===== config.mk =====
export PLATFORM = sky130hd
export DESIGN_NAME = rx_fifo_status
export DESIGN_NICKNAME = d
export VERILOG_FILES = /design/src/rtl/rxf_pkg.sv /design/src/rtl/rxf_store.sv /design/src/rtl/rxf_irq.sv /design/src/rtl/rxf_status.sv /design/src/rtl/rx_fifo_status.sv
export SDC_FILE = /design/constraint.sdc
export NUM_CORES = 1
export LEC_CHECK = 0
export CORE_MARGIN = 10
export CORE_UTILIZATION = 35
export DETAILED_ROUTE_END_ITERATION = 10
export GPL_TIMING_DRIVEN = 0
export PLACE_DENSITY = 0.5
export SLEW_MARGIN = 20
export SYNTH_ARGS = -nofsm -noshare
export SYNTH_HDL_FRONTEND = slang
export SYNTH_SLANG_ARGS = --single-unit

===== constraint.sdc =====
create_clock -name clk -period 4.1 [get_ports clk]
set_clock_uncertainty 0.1 [all_clocks]
set_input_delay 0.82 -clock clk [delete_from_list [all_inputs] [get_ports clk]]
set_output_delay 0.82 -clock clk [all_outputs]
set_load 0.01 [all_outputs]

===== src/rtl/rxf_pkg.sv =====
package rxf_pkg;

  // Per-character flags, bit order matches status bits 2..4
  typedef struct packed {
    logic brk;
    logic ferr;
    logic perr;
  } rx_err_t;

  // Trigger level for a 2-bit code, scaled from the queue depth
  function automatic int trig_level(input logic [1:0] sel, input int depth);
    case (sel)
      2'd0:    return 1;
      2'd1:    return depth / 4;
      2'd2:    return depth / 2;
      default: return depth - 2;
    endcase
  endfunction

endpackage


===== src/rtl/rxf_store.sv =====
module rxf_store
  import rxf_pkg::*;
#(
  parameter int DW    = 8,
  parameter int DEPTH = 16,
  localparam int AW   = $clog2(DEPTH),
  localparam int CW   = $clog2(DEPTH + 1)
) (
  input  logic          clk,
  input  logic          rst_n,
  input  logic          clr,
  input  logic          wr_en,
  input  logic [DW-1:0] wr_data,
  input  rx_err_t       wr_err,
  input  logic          rd_en,
  output logic [DW-1:0] rd_data,
  output rx_err_t       rd_err,
  output logic [CW-1:0] count,
  output logic          err_any,
  output logic          full,
  output logic          empty
);

  logic [DW-1:0]    mem_d [DEPTH];
  rx_err_t          mem_e [DEPTH];
  logic [DEPTH-1:0] bad_q;
  logic [AW-1:0]    wp_q, rp_q;
  logic [CW-1:0]    cnt_q;
  logic             wr_ok, rd_ok;

  function automatic logic [AW-1:0] ptr_inc(input logic [AW-1:0] p);
    return (p == AW'(DEPTH - 1)) ? '0 : p + 1'b1;
  endfunction

  assign full  = (cnt_q == CW'(DEPTH));
  assign empty = (cnt_q == '0);
  assign wr_ok = wr_en && !full && !clr;
  assign rd_ok = rd_en && !empty && !clr;

  always_ff @(posedge clk) begin
    if (wr_ok) begin
      mem_d[wp_q] <= wr_data;
      mem_e[wp_q] <= wr_err;
    end
  end

  always_ff @(posedge clk or negedge rst_n) begin
    if (!rst_n) begin
      wp_q  <= '0;
      rp_q  <= '0;
      cnt_q <= '0;
    end else if (clr) begin
      wp_q  <= '0;
      rp_q  <= '0;
      cnt_q <= '0;
    end else begin
      if (wr_ok) wp_q <= ptr_inc(wp_q);
      if (rd_ok) rp_q <= ptr_inc(rp_q);
      case ({wr_ok, rd_ok})
        2'b10:   cnt_q <= cnt_q + 1'b1;
        2'b01:   cnt_q <= cnt_q - 1'b1;
        default: cnt_q <= cnt_q;
      endcase
    end
  end

  // One "holds an error" flag per slot, cleared when the slot is popped
  for (genvar g = 0; g < DEPTH; g++) begin : g_bad
    always_ff @(posedge clk or negedge rst_n) begin
      if (!rst_n)                                bad_q[g] <= 1'b0;
      else if (clr)                              bad_q[g] <= 1'b0;
      else if (wr_ok && wp_q == AW'(g))          bad_q[g] <= |wr_err;
      else if (rd_ok && rp_q == AW'(g))          bad_q[g] <= 1'b0;
    end
  end

  assign err_any = |bad_q;
  assign rd_data = mem_d[rp_q];
  assign rd_err  = mem_e[rp_q];
  assign count   = cnt_q;

  p_count_bound_r6: assert property (@(posedge clk) disable iff (!rst_n)
    cnt_q <= CW'(DEPTH));
  p_drop_full_r6: assert property (@(posedge clk) disable iff (!rst_n)
    (full && wr_en && !rd_en && !clr) |=> (cnt_q == $past(cnt_q)));
  p_clr_empties_r11: assert property (@(posedge clk) disable iff (!rst_n)
    clr |=> (empty && !err_any));

endmodule


===== src/rtl/rxf_irq.sv =====
module rxf_irq
  import rxf_pkg::*;
#(
  parameter int DEPTH = 16,
  localparam int CW   = $clog2(DEPTH + 1)
) (
  input  logic          clk,
  input  logic          rst_n,
  input  logic [CW-1:0] count,
  input  logic [1:0]    trig_sel,
  input  logic          fifo_en,
  input  logic          irq_en,
  output logic          irq
);

  localparam logic [CW-1:0] LVL0 = CW'(trig_level(2'd0, DEPTH));
  localparam logic [CW-1:0] LVL1 = CW'(trig_level(2'd1, DEPTH));
  localparam logic [CW-1:0] LVL2 = CW'(trig_level(2'd2, DEPTH));
  localparam logic [CW-1:0] LVL3 = CW'(trig_level(2'd3, DEPTH));

  logic [CW-1:0] thr;
  logic          at_level;

  always_comb begin
    case (trig_sel)
      2'd0:    thr = LVL0;
      2'd1:    thr = LVL1;
      2'd2:    thr = LVL2;
      default: thr = LVL3;
    endcase
  end

  assign at_level = (count >= thr);
  assign irq      = fifo_en && irq_en && at_level;

  p_irq_nonempty_r3: assert property (@(posedge clk) disable iff (!rst_n)
    irq |-> (count != '0));

endmodule


===== src/rtl/rxf_status.sv =====
module rxf_status
  import rxf_pkg::*;
(
  input  logic    clk,
  input  logic    rst_n,
  input  logic    clr,
  input  logic    ovr_evt,
  input  logic    lsr_rd,
  input  logic    not_empty,
  input  rx_err_t head_err,
  input  logic    err_any,
  input  logic    tx_fifo_empty,
  input  logic    tx_shift_empty,
  output logic [7:0] lsr
);

  logic    ovr_q;
  rx_err_t head_vis;

  always_ff @(posedge clk or negedge rst_n) begin
    if (!rst_n)       ovr_q <= 1'b0;
    else if (clr)     ovr_q <= 1'b0;
    else if (ovr_evt) ovr_q <= 1'b1;
    else if (lsr_rd)  ovr_q <= 1'b0;
  end

  assign head_vis = not_empty ? head_err : '0;

  assign lsr = {err_any,
                tx_fifo_empty && tx_shift_empty,
                tx_fifo_empty,
                head_vis.brk, head_vis.ferr, head_vis.perr,
                ovr_q,
                not_empty};

  p_ovr_set_r6: assert property (@(posedge clk) disable iff (!rst_n)
    (ovr_evt && !clr) |=> ovr_q);
  p_ovr_hold_r7: assert property (@(posedge clk) disable iff (!rst_n)
    (ovr_q && !lsr_rd && !clr) |=> ovr_q);

endmodule


===== src/rtl/rx_fifo_status.sv =====
module rx_fifo_status
  import rxf_pkg::*;
#(
  parameter int DW    = 8,
  parameter int DEPTH = 16,
  localparam int CW   = $clog2(DEPTH + 1)
) (
  input  logic          clk,
  input  logic          rst_n,
  input  logic          fifo_clr,
  input  logic          in_valid,
  output logic          in_ready,
  input  logic [DW-1:0] in_data,
  input  logic [2:0]    in_err,
  output logic          out_valid,
  input  logic          out_ready,
  output logic [DW-1:0] out_data,
  input  logic          lsr_rd,
  input  logic          fifo_en,
  input  logic          rx_irq_en,
  input  logic [1:0]    trig_sel,
  input  logic          tx_fifo_empty,
  input  logic          tx_shift_empty,
  output logic [7:0]    lsr,
  output logic          rx_irq
);

  logic [CW-1:0] count;
  logic          full, empty, err_any;
  rx_err_t       head_err;

  rxf_store #(.DW(DW), .DEPTH(DEPTH)) u_store (
    .clk     (clk),
    .rst_n   (rst_n),
    .clr     (fifo_clr),
    .wr_en   (in_valid),
    .wr_data (in_data),
    .wr_err  (rx_err_t'(in_err)),
    .rd_en   (out_ready),
    .rd_data (out_data),
    .rd_err  (head_err),
    .count   (count),
    .err_any (err_any),
    .full    (full),
    .empty   (empty)
  );

  rxf_irq #(.DEPTH(DEPTH)) u_irq (
    .clk      (clk),
    .rst_n    (rst_n),
    .count    (count),
    .trig_sel (trig_sel),
    .fifo_en  (fifo_en),
    .irq_en   (rx_irq_en),
    .irq      (rx_irq)
  );

  rxf_status u_status (
    .clk            (clk),
    .rst_n          (rst_n),
    .clr            (fifo_clr),
    .ovr_evt        (in_valid && full),
    .lsr_rd         (lsr_rd),
    .not_empty      (!empty),
    .head_err       (head_err),
    .err_any        (err_any),
    .tx_fifo_empty  (tx_fifo_empty),
    .tx_shift_empty (tx_shift_empty),
    .lsr            (lsr)
  );

  assign in_ready  = !full;
  assign out_valid = !empty;

  p_irq_gate_r4: assert property (@(posedge clk) disable iff (!rst_n)
    !(fifo_en && rx_irq_en) |-> !rx_irq);
  p_err_summary_r9: assert property (@(posedge clk) disable iff (!rst_n)
    (|lsr[4:2]) |-> lsr[7]);
  p_ready_bit_r2: assert property (@(posedge clk) disable iff (!rst_n)
    (in_valid && in_ready && !fifo_clr) |=> lsr[0]);

endmodule


==> summary.txt <==
CTS
  • Cts bufs inserted: 23
  • Clock Tree Buf Depth: 3
  • Reg clk slew, reported paths: 0.06 ns
  • Cts hold-fix bufs: 0
  • Clk Tree Root Cell: clkbuf_16
  • CTS HTree Levels: 1
  • TritonCTS clock tree: yes
  • Clock Latency Late Sink: 0.51 ns
  • CTS sink count: 206

Layout
  • Post-layout util: 42.74%
  • Fillers: 2193
  • Diode count: 0
  • Most common cell after layout, fill and taps aside: edfxtp_1
  • Synth-to-layout area growth: 19.88%
  • Most frequent cells in the layout: edfxtp_1, mux4_2, clkdlybuf4s50_1
  • Layout cell share with drive strength beyond 1: 25.17%
  • Final #Nets: 596

Worst setup path
  • Worst-path fanout max: 10
  • Worst setup EP type: output port
  • Critical Path RT: 3.18 ns
  • Critical Path Start Type: flip-flop
  • Crit Path Category: reg -> out
  • Arr. time, crit path: 3.11 ns

Power
  • Reg power frac: 41.8%
  • Pint: 0.004129 W
  • Combinational share of power: 25.1%
  • P_leak: 3.403 nW
  • Max VDD drop: 0.2650 mV
  • Psw: 0.001511 W
  • Switch share: 26.79%
  • Clock power share: 33.2%
  • PD cells: 541.0 nW/um2

Job
  • Max-cap check violation count: 0

GRT
  • First-pass GRT wire length: 31150 um
  • Largest net degree at the start of global routing: 31
  • All-layer global routing usage: 13.07%
  • Initial antenna violation count: 0
  • Vias in the first global route: 5089
  • GRT overflow: 0

Placed design
  • Placer Congestion: 0.7923
  • PortBufs: 39
  • HPWL after DPL: 14040 um

Drt
  • Via/cell ratio: 5.143
  • DRC errors left: 0
  • Vias: 4629
  • Routed len/inst: 22.32 um
  • Iteration-0 DRC Markers: 253
  • Post-Route WL: 20090 um
  • First-pass iteration count of the detailed router: 4
  • Final ANT Viol Nets: 0

Floorplanning
  • Chip width: 177.6 um
  • Die Span Y: 177.6 um
  • Cell Rows: 57
  • Top Ports: 42
  • Initial Utilization: 35.65%
  • Die ar.: 31550 um2
  • Core Box Area: 24390 um2

Synth
  • Post-Synthesis Cells: 481
  • Cell area after synthesis: 8696 um2
  • Syn Nets: 517
  • Synth Register Bits: 206
  • Main synth FF type: edfxtp_1
  • Register area share after synthesis: 69.41%
  • Synth async-reset ratio: 14.56%
  • Synth warn: 0
  • Netlist cell types: 49
  • Number of flops mapped to enable cells by yosys: 176
  • Syn Area/Cell: 18.08 um2

STA
  • Slew HR: 32.99%
  • TNS Setup: 0 ns
  • Final hold violation count: 0
  • F_max: 248.4 MHz
  • Max-slew violations: 0
  • Setup-failing EPs final: 0
  • Slew at the pin closest to its max-slew limit: 1.005 ns
  • Unrepaired setup endpoints after global routing: no
  • Final Critical Period: 4.027 ns
  • Final period util: 98.21%

Hold path
  • Worst hold path type: in -> async

Run status
  • Status: finished clean
logic make-up (layout without fill, tap and decap cells):
logic type,after synthesis,in the layout,share of synthesized area [%]
DFF,206,206,69.41
buffers and inverters,42,137,2.561
AOI/OAI and AO/OA,43,43,3.741
muxes,77,77,16.35
adders and majority gates,13,13,1.871
xor gates and xnor gates,6,6,0.6043
and+or+nand+nor,94,94,5.468
what timing repair did:
item | 4_1_cts | 5_1_grt
setup buffers | 0 | 0
gates resized for setup | 5 | 2
endpoints found under the setup margin | 11 | 1
power by group through the flow:
stage	registers [W]	clock network (W)	logic [W]
floorplan	0.00239	0	0.000960
global placement	0.00240	0	0.00142
detailed placement	0.00240	0	0.00145
CTS	0.00236	0.00192	0.00146
global route	0.00236	0.00200	0.00155
finish	0.00236	0.00187	0.00141
per-layer routing:
metal	share of wire, %	GRT usage (%)	up-vias
met4	2.9	4.203	0
met1	43	17.35	2381
met3	4.9	2.231	44
li1	-	-	2095
met2	49	21.43	109
met5	0	0	-
Yosys cell counts (3+ instances only):
library cell | n | area share, %
xor2_1 | 5 | 0.50
nand2b_1 | 8 | 0.58
a21oi_1 | 7 | 0.40
mux2i_1 | 25 | 2.9
buf_6 | 3 | 0.39
o211ai_1 | 13 | 1.1
o22ai_1 | 4 | 0.29
inv_1 | 10 | 0.43
nor2_1 | 35 | 1.5
clkbuf_1 | 10 | 0.43
buf_1 | 4 | 0.17
dfrtp_1 | 30 | 8.6
o311ai_1 | 4 | 0.40
nand2_2 | 4 | 0.29
nor4_1 | 4 | 0.29
edfxtp_1 | 176 | 61
ha_1 | 13 | 1.9
mux4_2 | 52 | 13
nand3_1 | 12 | 0.69
nand2_1 | 18 | 0.78
buf_4 | 6 | 0.52
buf_2 | 8 | 0.46
registers in the layout, indices dropped and copies added, names as in the netlist:
signal,cells
u_status.ovr_q,1
u_store.bad_q,16
u_store.count,5
u_store.mem_d,128
u_store.mem_e,48
u_store.rp_q,4
u_store.wp_q,4
worst paths after layout:
kind | cells past startpoint | to | slack (ns) | startpoint
worst min-delay path | 1 | u_store.wp_q[1]$_DFFE_PN0P_ | 0.26 | rst_n
min in group clk | 2 | u_status.ovr_q$_DFFE_PN0P_ | 0.43 | u_status.ovr_q$_DFFE_PN0P_
max in group asynchronous | 1 | u_store.bad_q[10]$_DFFE_PN0P_ | 3.17 | rst_n
worst max-delay path | 5 | out_data[7] | 0.07 | u_store.rp_q[1]$_DFFE_PN0P_
worst min register to register | 2 | u_status.ovr_q$_DFFE_PN0P_ | 0.43 | u_status.ovr_q$_DFFE_PN0P_
worst max register to register | 11 | u_store.count[4]$_DFFE_PN0P_ | 0.90 | u_store.count[1]$_DFFE_PN0P_
worst max-delay path: stages (launching register included):
cell and delay [ns]:
dfrtp_1 0.38, buf_2 0.34, clkdlybuf4s18_2 0.50, mux4_2 0.37, mux4_2 0.50, clkdlybuf4s50_1 0.50
through the flow:
stage                     cell area (um2)  std cells  total power, W  hold WS [ns]  worst slack [ns]
final                               10430        900        0.005640        0.2606           0.07349
after global routing                10430        900        0.005914        0.3018          0.001439
after CTS                           10430        900        0.005730        0.2790          0.001738
after detailed placement             9737        859        0.003846        0.4213            0.2914
after global placement               9492        844        0.003816        0.3981            0.2758
after floorplan                      8696        481        0.003350        0.3753            0.9436
area by class of cell:
class / instances / area [um2] / area share (%)
plain buffers: 32 / 192.7 / 1.848
clock buffers: 30 / 601.8 / 5.773
repair buffers: 54 / 595.6 / 5.713
inverters: 10 / 37.54 / 0.3601
clock inverters: 11 / 78.83 / 0.7561
well taps: 324 / 405.4 / 3.889
flip-flops and latches: 206 / 6036 / 57.90
multi-input cells: 233 / 2477 / 23.76
Note: power is estimated with default switching activity, not from simulation.
